--- src/rtl/irq_pend_pkg.sv ---
package irq_pend_pkg;

  localparam int WORD_IDX_W = 8;

  typedef enum logic [2:0] {
    KIND_SET_EN   = 3'd0,
    KIND_CLR_EN   = 3'd1,
    KIND_SET_PEND = 3'd2,
    KIND_CLR_PEND = 3'd3,
    KIND_CONFIG   = 3'd4,
    KIND_SOFT     = 3'd5
  } wrKind_e;

  // Decoded write strobes from the control to the datapath.
  typedef struct packed {
    logic                  setEn;
    logic                  clrEn;
    logic                  setPend;
    logic                  clrPend;
    logic                  cfgWr;
    logic                  softFire;
    logic [WORD_IDX_W-1:0] wordIdx;
    logic [3:0]            lanes;
    logic [31:0]           data;
    logic [9:0]            softId;
  } strobe_t;

endpackage

--- src/rtl/irq_pend_ctrl.sv ---
module irq_pend_ctrl
  import irq_pend_pkg::*;
#(
  parameter int NUM_CPU   = 4,
  parameter int IDX_W     = 2,
  parameter int CPU_IDX_W = 2
) (
  input  logic                 clk,
  input  logic                 rstN,
  input  logic                 wrEn,
  input  logic [2:0]           wrKind,
  input  logic [IDX_W-1:0]     wrWordIdx,
  input  logic [3:0]           wrStrb,
  input  logic [31:0]          wrData,
  input  logic [CPU_IDX_W-1:0] reqCpu,
  output strobe_t              st,
  output logic [NUM_CPU-1:0]   softCpus
);

  localparam logic [NUM_CPU-1:0] ALL_CPUS = {NUM_CPU{1'b1}};

  logic [NUM_CPU-1:0] selfMask;
  logic [NUM_CPU-1:0] listMask;

  assign selfMask = NUM_CPU'(1) << reqCpu;
  assign listMask = NUM_CPU'(wrData[23:16]);

  always_comb begin
    st         = '0;
    softCpus   = '0;
    st.wordIdx = WORD_IDX_W'(wrWordIdx);
    st.lanes   = wrStrb;
    st.data    = wrData;
    st.softId  = wrData[9:0];
    if (wrEn) begin
      unique case (wrKind_e'(wrKind))
        KIND_SET_EN: begin
          st.setEn = 1'b1;
          if (wrWordIdx == '0) st.data[15:0] = 16'hFFFF;
        end
        KIND_CLR_EN: begin
          st.clrEn = 1'b1;
          if (wrWordIdx == '0) st.data[15:0] = 16'h0000;
        end
        KIND_SET_PEND: st.setPend = 1'b1;
        KIND_CLR_PEND: st.clrPend = 1'b1;
        KIND_CONFIG: begin
          st.cfgWr = 1'b1;
          if (wrWordIdx < IDX_W'(2)) st.data = wrData | 32'hAAAA_AAAA;
        end
        KIND_SOFT: begin
          st.softFire = 1'b1;
          unique case (wrData[25:24])
            2'd0: softCpus = listMask;
            2'd1: softCpus = selfMask;
            2'd2: softCpus = ALL_CPUS & ~selfMask;
            default: softCpus = ALL_CPUS;
          endcase
        end
        default: ;
      endcase
    end
  end

  AST_SOFT_SELF: assert property (@(posedge clk) disable iff (!rstN)
    (st.softFire && wrData[25:24] == 2'd1) |-> $onehot(softCpus))
    else $error("software self filter not one-hot");
  AST_SOFT_OTHERS: assert property (@(posedge clk) disable iff (!rstN)
    (st.softFire && wrData[25:24] == 2'd2) |-> !softCpus[reqCpu])
    else $error("software others filter hit requester");

endmodule

--- src/rtl/irq_pend_state.sv ---
module irq_pend_state
  import irq_pend_pkg::*;
#(
  parameter int NUM_SRC   = 64,
  parameter int NUM_CPU   = 4,
  parameter int CPU_IDX_W = 2,
  localparam int NUM_EXT  = NUM_SRC - 32
) (
  input  logic                         clk,
  input  logic                         rstN,
  input  strobe_t                      st,
  input  logic [NUM_CPU-1:0]           softCpus,
  input  logic [CPU_IDX_W-1:0]         reqCpu,
  input  logic [NUM_EXT-1:0]           extLines,
  input  logic [NUM_EXT*NUM_CPU-1:0]   tgtMask,
  output logic [NUM_SRC-1:0]           enVec,
  output logic [NUM_SRC-1:0]           trigVec,
  output logic [NUM_SRC-1:0]           modelVec,
  output logic [NUM_SRC*NUM_CPU-1:0]   pendVec
);

  logic [NUM_CPU-1:0] reqOneHot;
  assign reqOneHot = NUM_CPU'(1) << reqCpu;

  for (genvar s = 0; s < NUM_SRC; s++) begin : g_src
    localparam int   WORD_E = s / 32;
    localparam int   BIT_E  = s % 32;
    localparam int   LANE_E = BIT_E / 8;
    localparam int   WORD_C = s / 16;
    localparam int   FLD    = s % 16;
    localparam int   LANE_C = FLD / 4;
    localparam logic RST_ON = (s < 16);

    logic               enQ, trigQ, modelQ, lvlQ;
    logic [NUM_CPU-1:0] pendQ;
    logic               lineNow;
    logic [NUM_CPU-1:0] tgt;
    logic               hitE, bitE, hitC, softHit, rise, clrAll;
    logic [1:0]         cfgBits;
    logic [NUM_CPU-1:0] setMask;

    if (s >= 32) begin : g_ext
      assign lineNow = extLines[s-32];
      assign tgt     = tgtMask[(s-32)*NUM_CPU +: NUM_CPU];
    end else begin : g_int
      assign lineNow = 1'b0;
      assign tgt     = reqOneHot;
    end

    assign hitE    = (st.wordIdx == WORD_IDX_W'(WORD_E)) && st.lanes[LANE_E];
    assign bitE    = st.data[BIT_E];
    assign hitC    = (st.wordIdx == WORD_IDX_W'(WORD_C)) && st.lanes[LANE_C];
    assign cfgBits = st.data[2*FLD +: 2];
    assign softHit = st.softFire && (st.softId == 10'(s));
    assign rise    = lineNow && !lvlQ;
    assign clrAll  = st.clrPend && hitE && bitE;

    assign setMask =
        ({NUM_CPU{rise && (trigQ || enQ)}} & tgt)
      | ({NUM_CPU{st.setEn && hitE && bitE && lineNow && !trigQ}} & tgt)
      | ({NUM_CPU{st.setPend && hitE && bitE}} & tgt)
      | ({NUM_CPU{softHit}} & softCpus);

    always_ff @(posedge clk) begin
      if (!rstN) begin
        enQ    <= RST_ON;
        trigQ  <= RST_ON;
        modelQ <= 1'b0;
        lvlQ   <= 1'b0;
        pendQ  <= '0;
      end else begin
        if (st.setEn && hitE && bitE)      enQ <= 1'b1;
        else if (st.clrEn && hitE && bitE) enQ <= 1'b0;
        if (st.cfgWr && hitC) begin
          modelQ <= cfgBits[0];
          trigQ  <= cfgBits[1];
        end
        lvlQ  <= lineNow;
        pendQ <= (clrAll ? '0 : pendQ) | setMask;
      end
    end

    assign enVec[s]                       = enQ;
    assign trigVec[s]                     = trigQ;
    assign modelVec[s]                    = modelQ;
    assign pendVec[s*NUM_CPU +: NUM_CPU]  = pendQ;

    AST_SET_BEATS_CLR: assert property (@(posedge clk) disable iff (!rstN)
      (clrAll && setMask != '0) |=> (pendQ != '0))
      else $error("clear overrode set on source %0d", s);
    AST_EDGE_PENDS: assert property (@(posedge clk) disable iff (!rstN)
      (rise && trigQ && tgt != '0) |=> (pendQ != '0))
      else $error("rising edge lost on source %0d", s);
  end

  AST_LOW_ALWAYS_ON: assert property (@(posedge clk) disable iff (!rstN)
    &enVec[15:0])
    else $error("low source disabled");
  AST_LOW_EDGE: assert property (@(posedge clk) disable iff (!rstN)
    &trigVec[15:0])
    else $error("low source became level-triggered");

endmodule

--- src/rtl/irq_pend_tracker.sv ---
module irq_pend_tracker
  import irq_pend_pkg::*;
#(
  parameter int  NUM_SRC   = 64,
  parameter int  NUM_CPU   = 4,
  localparam int NUM_EXT   = NUM_SRC - 32,
  localparam int IDX_W     = $clog2(NUM_SRC / 16),
  localparam int CPU_IDX_W = (NUM_CPU > 1) ? $clog2(NUM_CPU) : 1
) (
  input  logic                         clk,
  input  logic                         rstN,
  input  logic [NUM_EXT-1:0]           extLines,
  input  logic [NUM_EXT*NUM_CPU-1:0]   tgtMask,
  input  logic [CPU_IDX_W-1:0]         reqCpu,
  input  logic                         wrEn,
  input  logic [2:0]                   wrKind,
  input  logic [IDX_W-1:0]             wrWordIdx,
  input  logic [3:0]                   wrStrb,
  input  logic [31:0]                  wrData,
  output logic [NUM_SRC-1:0]           enVec,
  output logic [NUM_SRC-1:0]           trigVec,
  output logic [NUM_SRC-1:0]           modelVec,
  output logic [NUM_SRC*NUM_CPU-1:0]   pendVec
);

  strobe_t            st;
  logic [NUM_CPU-1:0] softCpus;

  irq_pend_ctrl #(
    .NUM_CPU(NUM_CPU), .IDX_W(IDX_W), .CPU_IDX_W(CPU_IDX_W)
  ) ctrl_i (
    .clk(clk), .rstN(rstN), .wrEn(wrEn), .wrKind(wrKind),
    .wrWordIdx(wrWordIdx), .wrStrb(wrStrb), .wrData(wrData),
    .reqCpu(reqCpu), .st(st), .softCpus(softCpus)
  );

  irq_pend_state #(
    .NUM_SRC(NUM_SRC), .NUM_CPU(NUM_CPU), .CPU_IDX_W(CPU_IDX_W)
  ) state_i (
    .clk(clk), .rstN(rstN), .st(st), .softCpus(softCpus), .reqCpu(reqCpu),
    .extLines(extLines), .tgtMask(tgtMask), .enVec(enVec),
    .trigVec(trigVec), .modelVec(modelVec), .pendVec(pendVec)
  );

endmodule

--- config.mk ---
export PLATFORM = sky130hd
export DESIGN_NAME = irq_pend_tracker
export DESIGN_NICKNAME = d
export VERILOG_FILES = /design/src/rtl/irq_pend_pkg.sv /design/src/rtl/irq_pend_ctrl.sv /design/src/rtl/irq_pend_state.sv /design/src/rtl/irq_pend_tracker.sv
export SDC_FILE = /design/constraint.sdc
export NUM_CORES = 1
export LEC_CHECK = 0
export ABC_AREA = 1
export BUFFER_PORTS_ARGS = -buffer_cell sky130_fd_sc_hd__buf_2
export CORE_AREA = 2 2 253 255
export CTS_BUF_LIST = sky130_fd_sc_hd__clkbuf_8
export CTS_CLUSTER_DIAMETER = 80
export DETAILED_ROUTE_END_ITERATION = 10
export DIE_AREA = 0 0 255 257
export PLACE_DENSITY_LB_ADDON = 0.3
export SYNTH_ARGS = -nofsm -noshare
export SYNTH_HDL_FRONTEND = slang
export SYNTH_SLANG_ARGS = --single-unit
--- constraint.sdc ---
create_clock -name clk -period 4.2 [get_ports clk]
set_input_delay 0.21 -clock clk [delete_from_list [all_inputs] [get_ports clk]]
set_output_delay 0.21 -clock clk [all_outputs]
set_load 0.005 [all_outputs]
==> run_summary.xml, run 1 <==
<?xml version="1.0" encoding="UTF-8"?>
<metrics>
  <group name="global_route">
    <metric name="first_global_vias" unit="">23000</metric>
    <metric name="maximum_number_of_pins_on_one_net_before_global_route_repair" unit="">140</metric>
    <metric name="antenna_found_initial" unit="">23</metric>
    <metric name="grt_overflow" unit="">0</metric>
    <metric name="wire_length_of_the_first_global_routing_pass" unit="um">153000</metric>
    <metric name="grt_usage" unit="%">31.4</metric>
  </group>
  <group name="worst_setup_path">
    <metric name="worst_path_dominant_cell_family" unit="">buffers and inverters</metric>
    <metric name="cp.arrival" unit="ns">2.93</metric>
    <metric name="r2r_start" unit="">state_i.g_src[43].trigQ</metric>
    <metric name="timing.reg2reg.setup_slack" unit="ns">2.79</metric>
    <metric name="timing.critical_path.required" unit="ns">4.73</metric>
    <metric name="cp_peak_stage_delay" unit="ns">0.54</metric>
    <metric name="critical_path.slowest_cell" unit="">sky130_fd_sc_hd__dlygate4sd3_1</metric>
    <metric name="cp.buffers_inverters" unit="">5</metric>
    <metric name="crit_path_end_kind" unit="">flip-flop</metric>
    <metric name="path_class" unit="">primary input to flip-flop</metric>
    <metric name="number_of_cell_instances_on_the_worst_register_to_register_path" unit="">6</metric>
    <metric name="timing.rr.end" unit="">state_i.g_src[43].pendQ[1]</metric>
    <metric name="startpoint_type" unit="">primary input</metric>
    <metric name="list_of_cells_traversed_by_the_critical_path" unit="">dlygate4sd3_1 &gt; buf_2 &gt; inv_1 &gt; o211ai_1 &gt; nand2_2 &gt; clkinv_1 &gt; buf_4 &gt; a22oi_1 &gt; a21oi_1</metric>
    <metric name="timing.critical_path.fanout_max" unit="">17</metric>
  </group>
  <group name="min_path">
    <metric name="timing.hold.worst_endpoint" unit="">state_i.g_src[46].enQ</metric>
    <metric name="path_category_of_the_worst_min_delay_check" unit="">primary input to flip-flop</metric>
    <metric name="min-delay-start" unit="">wrData[14]</metric>
    <metric name="worst_hold_path.num_cells" unit="">5</metric>
  </group>
  <group name="cells_and_area">
    <metric name="layout.filler_cells" unit="">6492</metric>
    <metric name="final_area" unit="um^2">28800</metric>
    <metric name="finish.net_count" unit="">4061</metric>
    <metric name="final_layout_size_suffix_gt1_share" unit="%">22.5</metric>
    <metric name="area_delta_synth_final" unit="%">27.9</metric>
  </group>
  <group name="pwr">
    <metric name="worst_ir_drop_vdd" unit="uV">226</metric>
    <metric name="p_leak" unit="uW">0.0135</metric>
    <metric name="cellPowerDensity" unit="nW/um^2">352</metric>
  </group>
  <group name="synthesis">
    <metric name="number_of_synthesized_flops_with_an_enable_pin" unit="">0</metric>
    <metric name="postSynthCellCount" unit="">3226</metric>
    <metric name="syn_avg_cell_area" unit="um^2">6.98</metric>
    <metric name="synth.lib_cells_used.distinct" unit="">34</metric>
    <metric name="yosys.area.top_type" unit="">sky130_fd_sc_hd__dfxtp_1</metric>
    <metric name="syn_area" unit="um^2">22500</metric>
    <metric name="ys_top_cells_by_area" unit="">sky130_fd_sc_hd__dfxtp_1, sky130_fd_sc_hd__nand2_1, sky130_fd_sc_hd__buf_4</metric>
    <metric name="synth_seq_cells" unit="">480</metric>
    <metric name="async_flop_share" unit="%">0</metric>
    <metric name="synth_nets" unit="">3432</metric>
    <metric name="yosysSeqAreaShare" unit="%">42.7</metric>
    <metric name="post-synth-top-area-fraction" unit="%">42.7</metric>
    <metric name="synthesis.yosys.warnings" unit="">0</metric>
    <metric name="synthFlopType" unit="">sky130_fd_sc_hd__dfxtp_1</metric>
  </group>
  <group name="timing">
    <metric name="finClkSkew" unit="ns">0.0341</metric>
    <metric name="finalSetupViolations" unit="">0</metric>
    <metric name="slew-limit-headroom" unit="%">17.8</metric>
    <metric name="timing.final.crit_period" unit="ns">2.40</metric>
    <metric name="final_min_period_over_clock_period" unit="%">57.0</metric>
    <metric name="setup-tns-final" unit="ns">0</metric>
    <metric name="grt_setup_unrepaired" unit="">no</metric>
    <metric name="finalHoldViolCount" unit="">0</metric>
    <metric name="finalMaxSlewViolations" unit="">0</metric>
    <metric name="clock.fmax" unit="GHz">0.417</metric>
    <metric name="worstMarginPinSlew" unit="ns">1.23</metric>
  </group>
  <group name="detailed_routing">
    <metric name="drtIter0Drc" unit="">2745</metric>
    <metric name="drcViolationCount" unit="">0</metric>
    <metric name="detail-route-antenna-nets" unit="">0</metric>
    <metric name="drtPass1Iterations" unit="">6</metric>
    <metric name="drt_wl_total" unit="um">107000</metric>
    <metric name="vias" unit="">25000</metric>
    <metric name="routedWlPerCell" unit="um">22.4</metric>
    <metric name="detail_route.vias_per_cell" unit="">5.22</metric>
  </group>
  <group name="placement">
    <metric name="instance_area_after_placement" unit="um^2">25100</metric>
    <metric name="numPortBuffers" unit="">653</metric>
    <metric name="dpl.hpwl" unit="um">78700</metric>
    <metric name="routabilityCongestion" unit="">0.917</metric>
  </group>
  <group name="run_status">
    <metric name="outcome" unit="">finished clean</metric>
  </group>
  <group name="floorplanning">
    <metric name="die_x" unit="um">255</metric>
    <metric name="placement_rows" unit="">92</metric>
    <metric name="initial_utilization" unit="%">35.9</metric>
    <metric name="top_level_ports" unit="">654</metric>
    <metric name="die_area" unit="um^2">65500</metric>
    <metric name="coreArea" unit="um^2">62700</metric>
    <metric name="dieHeight" unit="um">257</metric>
  </group>
  <group name="clocking">
    <metric name="worst_skew_pair.late_latency" unit="ns">0.71</metric>
    <metric name="cts_max_level" unit="">3</metric>
    <metric name="clkSinkCount" unit="">480</metric>
    <metric name="cts.clk_slew.worst_paths" unit="ns">0.07</metric>
    <metric name="cts_repair_resize_count" unit="">0</metric>
    <metric name="cts_made_buffers" unit="">87</metric>
    <metric name="clock_path_buffers" unit="">3</metric>
    <metric name="cts_tree" unit="">yes</metric>
    <metric name="post_cts_buffers" unit="">0</metric>
    <metric name="master_cell_of_the_clock_root_buffer" unit="">sky130_fd_sc_hd__clkbuf_8</metric>
  </group>
  <group name="flow_run">
    <metric name="max_cap_viol_count" unit="">0</metric>
  </group>
</metrics>
==> cell families after synthesis <==
kind of cell | after synthesis | synth area share, %
AOI/OAI and AO/OA | 685 | 17.1
buffers and inverters | 651 | 14.4
DFF | 480 | 42.7
and+or+nand+nor | 1410 | 25.8
==> layout make-up <==
| cell class | instances | area [um^2] | area share (%) |
|---|---|---|---|
| Antenna cell | 17 | 42.5 | 0.148 |
| Tap cell | 846 | 1060 | 3.68 |
| Inverter | 328 | 1240 | 4.30 |
| Multi-Input combinational cell | 2095 | 9690 | 33.6 |
| Timing Repair Buffer | 863 | 5330 | 18.5 |
| Sequential cell | 480 | 9610 | 33.4 |
| Clock buffer | 109 | 1500 | 5.21 |
| Clock inverter | 44 | 330 | 1.15 |
==> cell usage after synthesis, types with 7 or more instances <==
cell                       count
sky130_fd_sc_hd__nand2_1     808
sky130_fd_sc_hd__dfxtp_1     480
sky130_fd_sc_hd__nor2_1      315
sky130_fd_sc_hd__inv_1       305
sky130_fd_sc_hd__a21oi_1     284
sky130_fd_sc_hd__buf_4       198
sky130_fd_sc_hd__o21ai_0     179
sky130_fd_sc_hd__nand3_1     127
sky130_fd_sc_hd__nor3_1       82
sky130_fd_sc_hd__clkbuf_1     80
sky130_fd_sc_hd__a31oi_1      70
sky130_fd_sc_hd__buf_2        42
sky130_fd_sc_hd__a22oi_1      40
sky130_fd_sc_hd__o21ai_1      36
sky130_fd_sc_hd__o221ai_1     32
sky130_fd_sc_hd__nand4_1      31
sky130_fd_sc_hd__nor2_2       20
sky130_fd_sc_hd__o211ai_1     18
sky130_fd_sc_hd__inv_2        17
sky130_fd_sc_hd__o21bai_1      8
sky130_fd_sc_hd__nor3_2        7
==> stage by stage <==
| stage | setup WS (ns) | utilization, % | power (uW) | std cells | hold WS [ns] |
|---|---|---|---|---|---|
| after floorplan | 2.70 | - | 5020 | 3226 | 0.303 |
| after global placement | 1.49 | 39.9 | 5340 | 4425 | 0.404 |
| after detailed placement | 1.43 | 39.9 | 5350 | 4425 | 0.407 |
| after CTS | 1.93 | 45.8 | 10200 | 4765 | 0.00955 |
| after global routing | 1.70 | 45.9 | 10500 | 4777 | 0.0546 |
| final | 1.80 | 45.9 | 10100 | 4782 | 0.0615 |
==> how the worst max path moves through the flow <==
stage	cells past startpoint	to	from	slack (ns)
after global routing	9	state_i.g_src[11].pendQ[3]	wrData[24]	1.70
after global placement	11	state_i.g_src[43].pendQ[1]	wrKind[0]	1.49
after detailed placement	11	state_i.g_src[43].pendQ[2]	wrKind[0]	1.43
after CTS	9	state_i.g_src[13].pendQ[3]	wrData[24]	1.93
final	9	state_i.g_src[13].pendQ[3]	wrData[24]	1.80
after floorplan	9	state_i.g_src[60].pendQ[1]	wrData[24]	2.70
==> cell usage in the layout (no fill, tap or decap), drive strengths merged, types with 70 or more instances in the layout <==
master,count
nor3,89
dlygate4sd3,187
o21ai,221
buf,676
nor2,340
dfxtp,480
inv,343
nand2,815
nand3,129
a31oi,70
a21oi,285
clkbuf,109
==> where the power goes <==
group          switching, uW  leakage, uW  internal (uW)
logic                    526      0.00858            274
registers               18.8      0.00388           4590
clock network           2130      0.00102           2590
==> metal layers <==
metal	vias up	routed length [um]	global-route usage, %
met5	-	75	0
li1	11600	-	-
met2	1380	48400	50.1
met1	11700	43100	40.2
met4	12	4590	13.1
met3	269	10900	8.02
==> sequential cells by signal, indices dropped and copies added (netlist names) <==
signal	cells
state_i.g_src.enQ	64
state_i.g_src.lvlQ	32
state_i.g_src.modelQ	64
state_i.g_src.pendQ	256
state_i.g_src.trigQ	64
==> tightest hold or removal path: stages <==
cell	delay (ns)
sky130_fd_sc_hd__buf_2	0.09
sky130_fd_sc_hd__inv_1	0.06
sky130_fd_sc_hd__o21ai_2	0.17
sky130_fd_sc_hd__nand2_1	0.10
sky130_fd_sc_hd__a21oi_1	0.06
==> what timing repair did <==
item / in CTS / in global routing
endpoints found under the setup margin: 0 / 0
hold buffers: 187 / 0
endpoints found under the hold margin: 199 / 0
Power figures use the tool's default switching activity.
==> run 2, diff against run 1 <==
--- a/config.mk
+++ b/config.mk
@@ -7,11 +7,11 @@
 export LEC_CHECK = 0
 export ABC_AREA = 1
 export BUFFER_PORTS_ARGS = -buffer_cell sky130_fd_sc_hd__buf_2
-export CORE_AREA = 2 2 253 255
+export CORE_AREA = 2 2 255 257
 export CTS_BUF_LIST = sky130_fd_sc_hd__clkbuf_8
 export CTS_CLUSTER_DIAMETER = 80
 export DETAILED_ROUTE_END_ITERATION = 10
-export DIE_AREA = 0 0 255 257
+export DIE_AREA = 0 0 257 259
 export PLACE_DENSITY_LB_ADDON = 0.3
 export SYNTH_ARGS = -nofsm -noshare
 export SYNTH_HDL_FRONTEND = slang
==> constraint.sdc (replaced) <==
create_clock -name clk -period 2.4 [get_ports clk]
set_input_delay 0.12 -clock clk [delete_from_list [all_inputs] [get_ports clk]]
set_output_delay 0.12 -clock clk [all_outputs]
set_load 0.005 [all_outputs]
==> run_summary.xml, run 2 (synthesized netlist as in run 1, its figures left out) <==
<?xml version="1.0" encoding="UTF-8"?>
<metrics>
  <group name="detailed_routing">
    <metric name="drt_wl_total" unit="um">108000</metric>
    <metric name="routedWlPerCell" unit="um">22.1</metric>
    <metric name="drtPass1Iterations" unit="">6</metric>
    <metric name="vias" unit="">25100</metric>
    <metric name="drtIter0Drc" unit="">2485</metric>
    <metric name="detail-route-antenna-nets" unit="">0</metric>
    <metric name="detail_route.vias_per_cell" unit="">5.16</metric>
    <metric name="drcViolationCount" unit="">0</metric>
  </group>
  <group name="timing">
    <metric name="finalSetupViolations" unit="">0</metric>
    <metric name="finClkSkew" unit="ns">0.0367</metric>
    <metric name="setup-tns-final" unit="ns">0</metric>
    <metric name="slew-limit-headroom" unit="%">25.3</metric>
    <metric name="worstMarginPinSlew" unit="ns">1.12</metric>
    <metric name="finalHoldViolCount" unit="">0</metric>
    <metric name="timing.final.crit_period" unit="ns">2.21</metric>
    <metric name="clock.fmax" unit="GHz">0.452</metric>
    <metric name="final_min_period_over_clock_period" unit="%">92.1</metric>
    <metric name="finalMaxSlewViolations" unit="">0</metric>
    <metric name="grt_setup_unrepaired" unit="">no</metric>
  </group>
  <group name="clocking">
    <metric name="clkSinkCount" unit="">480</metric>
    <metric name="cts.clk_slew.worst_paths" unit="ns">0.06</metric>
    <metric name="master_cell_of_the_clock_root_buffer" unit="">sky130_fd_sc_hd__clkbuf_8</metric>
    <metric name="cts_made_buffers" unit="">85</metric>
    <metric name="worst_skew_pair.late_latency" unit="ns">0.68</metric>
    <metric name="clock_path_buffers" unit="">3</metric>
    <metric name="cts_max_level" unit="">3</metric>
    <metric name="cts_tree" unit="">yes</metric>
  </group>
  <group name="floorplanning">
    <metric name="coreArea" unit="um^2">63900</metric>
    <metric name="dieHeight" unit="um">259</metric>
    <metric name="die_x" unit="um">257</metric>
    <metric name="die_area" unit="um^2">66600</metric>
    <metric name="placement_rows" unit="">93</metric>
    <metric name="top_level_ports" unit="">654</metric>
    <metric name="initial_utilization" unit="%">35.3</metric>
  </group>
  <group name="cells_and_area">
    <metric name="layout_common_cells" unit="">sky130_fd_sc_hd__nand2_1, sky130_fd_sc_hd__buf_2, sky130_fd_sc_hd__dfxtp_1, sky130_fd_sc_hd__inv_1, sky130_fd_sc_hd__nor2_1</metric>
    <metric name="final_area" unit="um^2">29500</metric>
    <metric name="layout.cells.most_common" unit="">sky130_fd_sc_hd__nand2_1</metric>
    <metric name="area_delta_synth_final" unit="%">31.0</metric>
    <metric name="layout.filler_cells" unit="">6554</metric>
    <metric name="finish.net_count" unit="">4141</metric>
    <metric name="stdcell_count" unit="">4864</metric>
    <metric name="final_layout_size_suffix_gt1_share" unit="%">24.0</metric>
    <metric name="postLayoutCoreUtil" unit="%">46.2</metric>
    <metric name="area.sequential" unit="um^2">9610</metric>
    <metric name="largest_register_by_flop_count" unit="">state_i.g_src.pendQ</metric>
    <metric name="multi_input_comb_area" unit="um^2">9690</metric>
    <metric name="flip_flop_count_of_the_largest_register_after_layout" unit="">256</metric>
  </group>
  <group name="worst_setup_path">
    <metric name="timing.critical_path.required" unit="ns">3.01</metric>
    <metric name="startpoint_type" unit="">primary input</metric>
    <metric name="cp.arrival" unit="ns">2.82</metric>
    <metric name="crit_path_end_kind" unit="">flip-flop</metric>
    <metric name="timing.critical_path.fanout_max" unit="">8</metric>
    <metric name="path_class" unit="">primary input to flip-flop</metric>
  </group>
  <group name="placement">
    <metric name="dpl.hpwl" unit="um">80200</metric>
    <metric name="routabilityCongestion" unit="">0.947</metric>
    <metric name="numPortBuffers" unit="">653</metric>
    <metric name="place_inst" unit="">4513</metric>
    <metric name="instance_area_after_placement" unit="um^2">25800</metric>
  </group>
  <group name="global_route">
    <metric name="antenna_found_initial" unit="">14</metric>
    <metric name="maximum_number_of_pins_on_one_net_before_global_route_repair" unit="">178</metric>
    <metric name="grt_usage" unit="%">30.9</metric>
    <metric name="first_global_vias" unit="">23100</metric>
    <metric name="grt_overflow" unit="">0</metric>
    <metric name="wire_length_of_the_first_global_routing_pass" unit="um">154000</metric>
  </group>
  <group name="pwr">
    <metric name="pwr-share-seq" unit="%">45.4</metric>
    <metric name="swShare" unit="%">26.4</metric>
    <metric name="cellPowerDensity" unit="nW/um^2">603</metric>
    <metric name="power.share.clock" unit="%">46.4</metric>
    <metric name="p_leak" unit="uW">0.0139</metric>
    <metric name="power.share.combinational" unit="%">8.3</metric>
    <metric name="power.switching" unit="uW">4690</metric>
    <metric name="worst_ir_drop_vdd" unit="uV">423</metric>
    <metric name="internal_power_consumption" unit="uW">13100</metric>
  </group>
  <group name="min_path">
    <metric name="path_category_of_the_worst_min_delay_check" unit="">primary input to flip-flop</metric>
  </group>
  <group name="flow_run">
    <metric name="max_cap_viol_count" unit="">0</metric>
  </group>
  <group name="run_status">
    <metric name="outcome" unit="">finished clean</metric>
  </group>
</metrics>
## run 2: worst paths after layout
check                           depth (start not counted)                          to                   from  slack [ns]
worst max-delay path                                   14  state_i.g_src[49].pendQ[0]           wrWordIdx[1]        0.19
worst min-delay path                                    5       state_i.g_src[63].enQ             wrData[31]        0.07
worst max register to register                          7  state_i.g_src[49].pendQ[0]  state_i.g_src[49].enQ        0.69
worst min register to register                          2       state_i.g_src[10].enQ  state_i.g_src[10].enQ        0.43
## run 2: final cells by class
| type | instances | share of cell area, % |
|---|---|---|
| Multi-Input combinational cell | 2095 | 32.9 |
| Antenna cell | 9 | 0.0763 |
| Timing Repair Buffer | 945 | 20.5 |
| Sequential cell | 480 | 32.6 |
| Clock inverter | 43 | 1.07 |
| Tap cell | 855 | 3.63 |
| Clock buffer | 109 | 5.08 |
| Inverter | 328 | 4.21 |
## run 2: power groups by stage
stage               Sequential [uW]  Combinational [uW]  Clock [uW]
floorplan                      8230                 556           0
global placement               8240                1190           0
detailed placement             8240                1190           0
CTS                            8060                1450        8350
global route                   8060                1560        8720
finish                         8060                1470        8250
## run 2: timing repair
action,in CTS,in global routing
hold buffers,189,0
setup endpoints to repair,0,1
hold endpoints to repair,247,0
setup buffers,0,1
gates resized for setup,0,1
## run 2: per-layer routing
metal | vias up | part of all wire [%] | track usage (%)
met1 | 11800 | 42 | 40.6
met2 | 1285 | 45 | 49.3
met3 | 247 | 8.5 | 6.43
met5 | - | 0.069 | 0
li1 | 11800 | - | -
met4 | 12 | 4.1 | 12.6
## run 2: worst max-delay path, cell delays in order
cell and delay, ns:
sky130_fd_sc_hd__dlygate4sd3_1 0.57, sky130_fd_sc_hd__buf_2 0.17, sky130_fd_sc_hd__inv_2 0.10, sky130_fd_sc_hd__nand2_1 0.14, sky130_fd_sc_hd__nor2_1 0.24, sky130_fd_sc_hd__nand2_1 0.16, sky130_fd_sc_hd__clkinvlp_4 0.21, sky130_fd_sc_hd__nand3_1 0.09
sky130_fd_sc_hd__nand2_1 0.07, sky130_fd_sc_hd__nand2_1 0.04, sky130_fd_sc_hd__nand2_1 0.17, sky130_fd_sc_hd__nand2_1 0.07, sky130_fd_sc_hd__dlygate4sd3_1 0.55, sky130_fd_sc_hd__a21oi_1 0.11
## run 2: per-stage QoR
step | power, uW | hold WS, ns | setup WS [ns]
after global routing | 18300 | 0.0519 | 0.0241
after floorplan | 8790 | 0.213 | 0.986
after CTS | 17900 | 0.00153 | 0.0172
final | 17800 | 0.0657 | 0.189
after detailed placement | 9430 | 0.319 | 0.215
after global placement | 9420 | 0.315 | 0.202
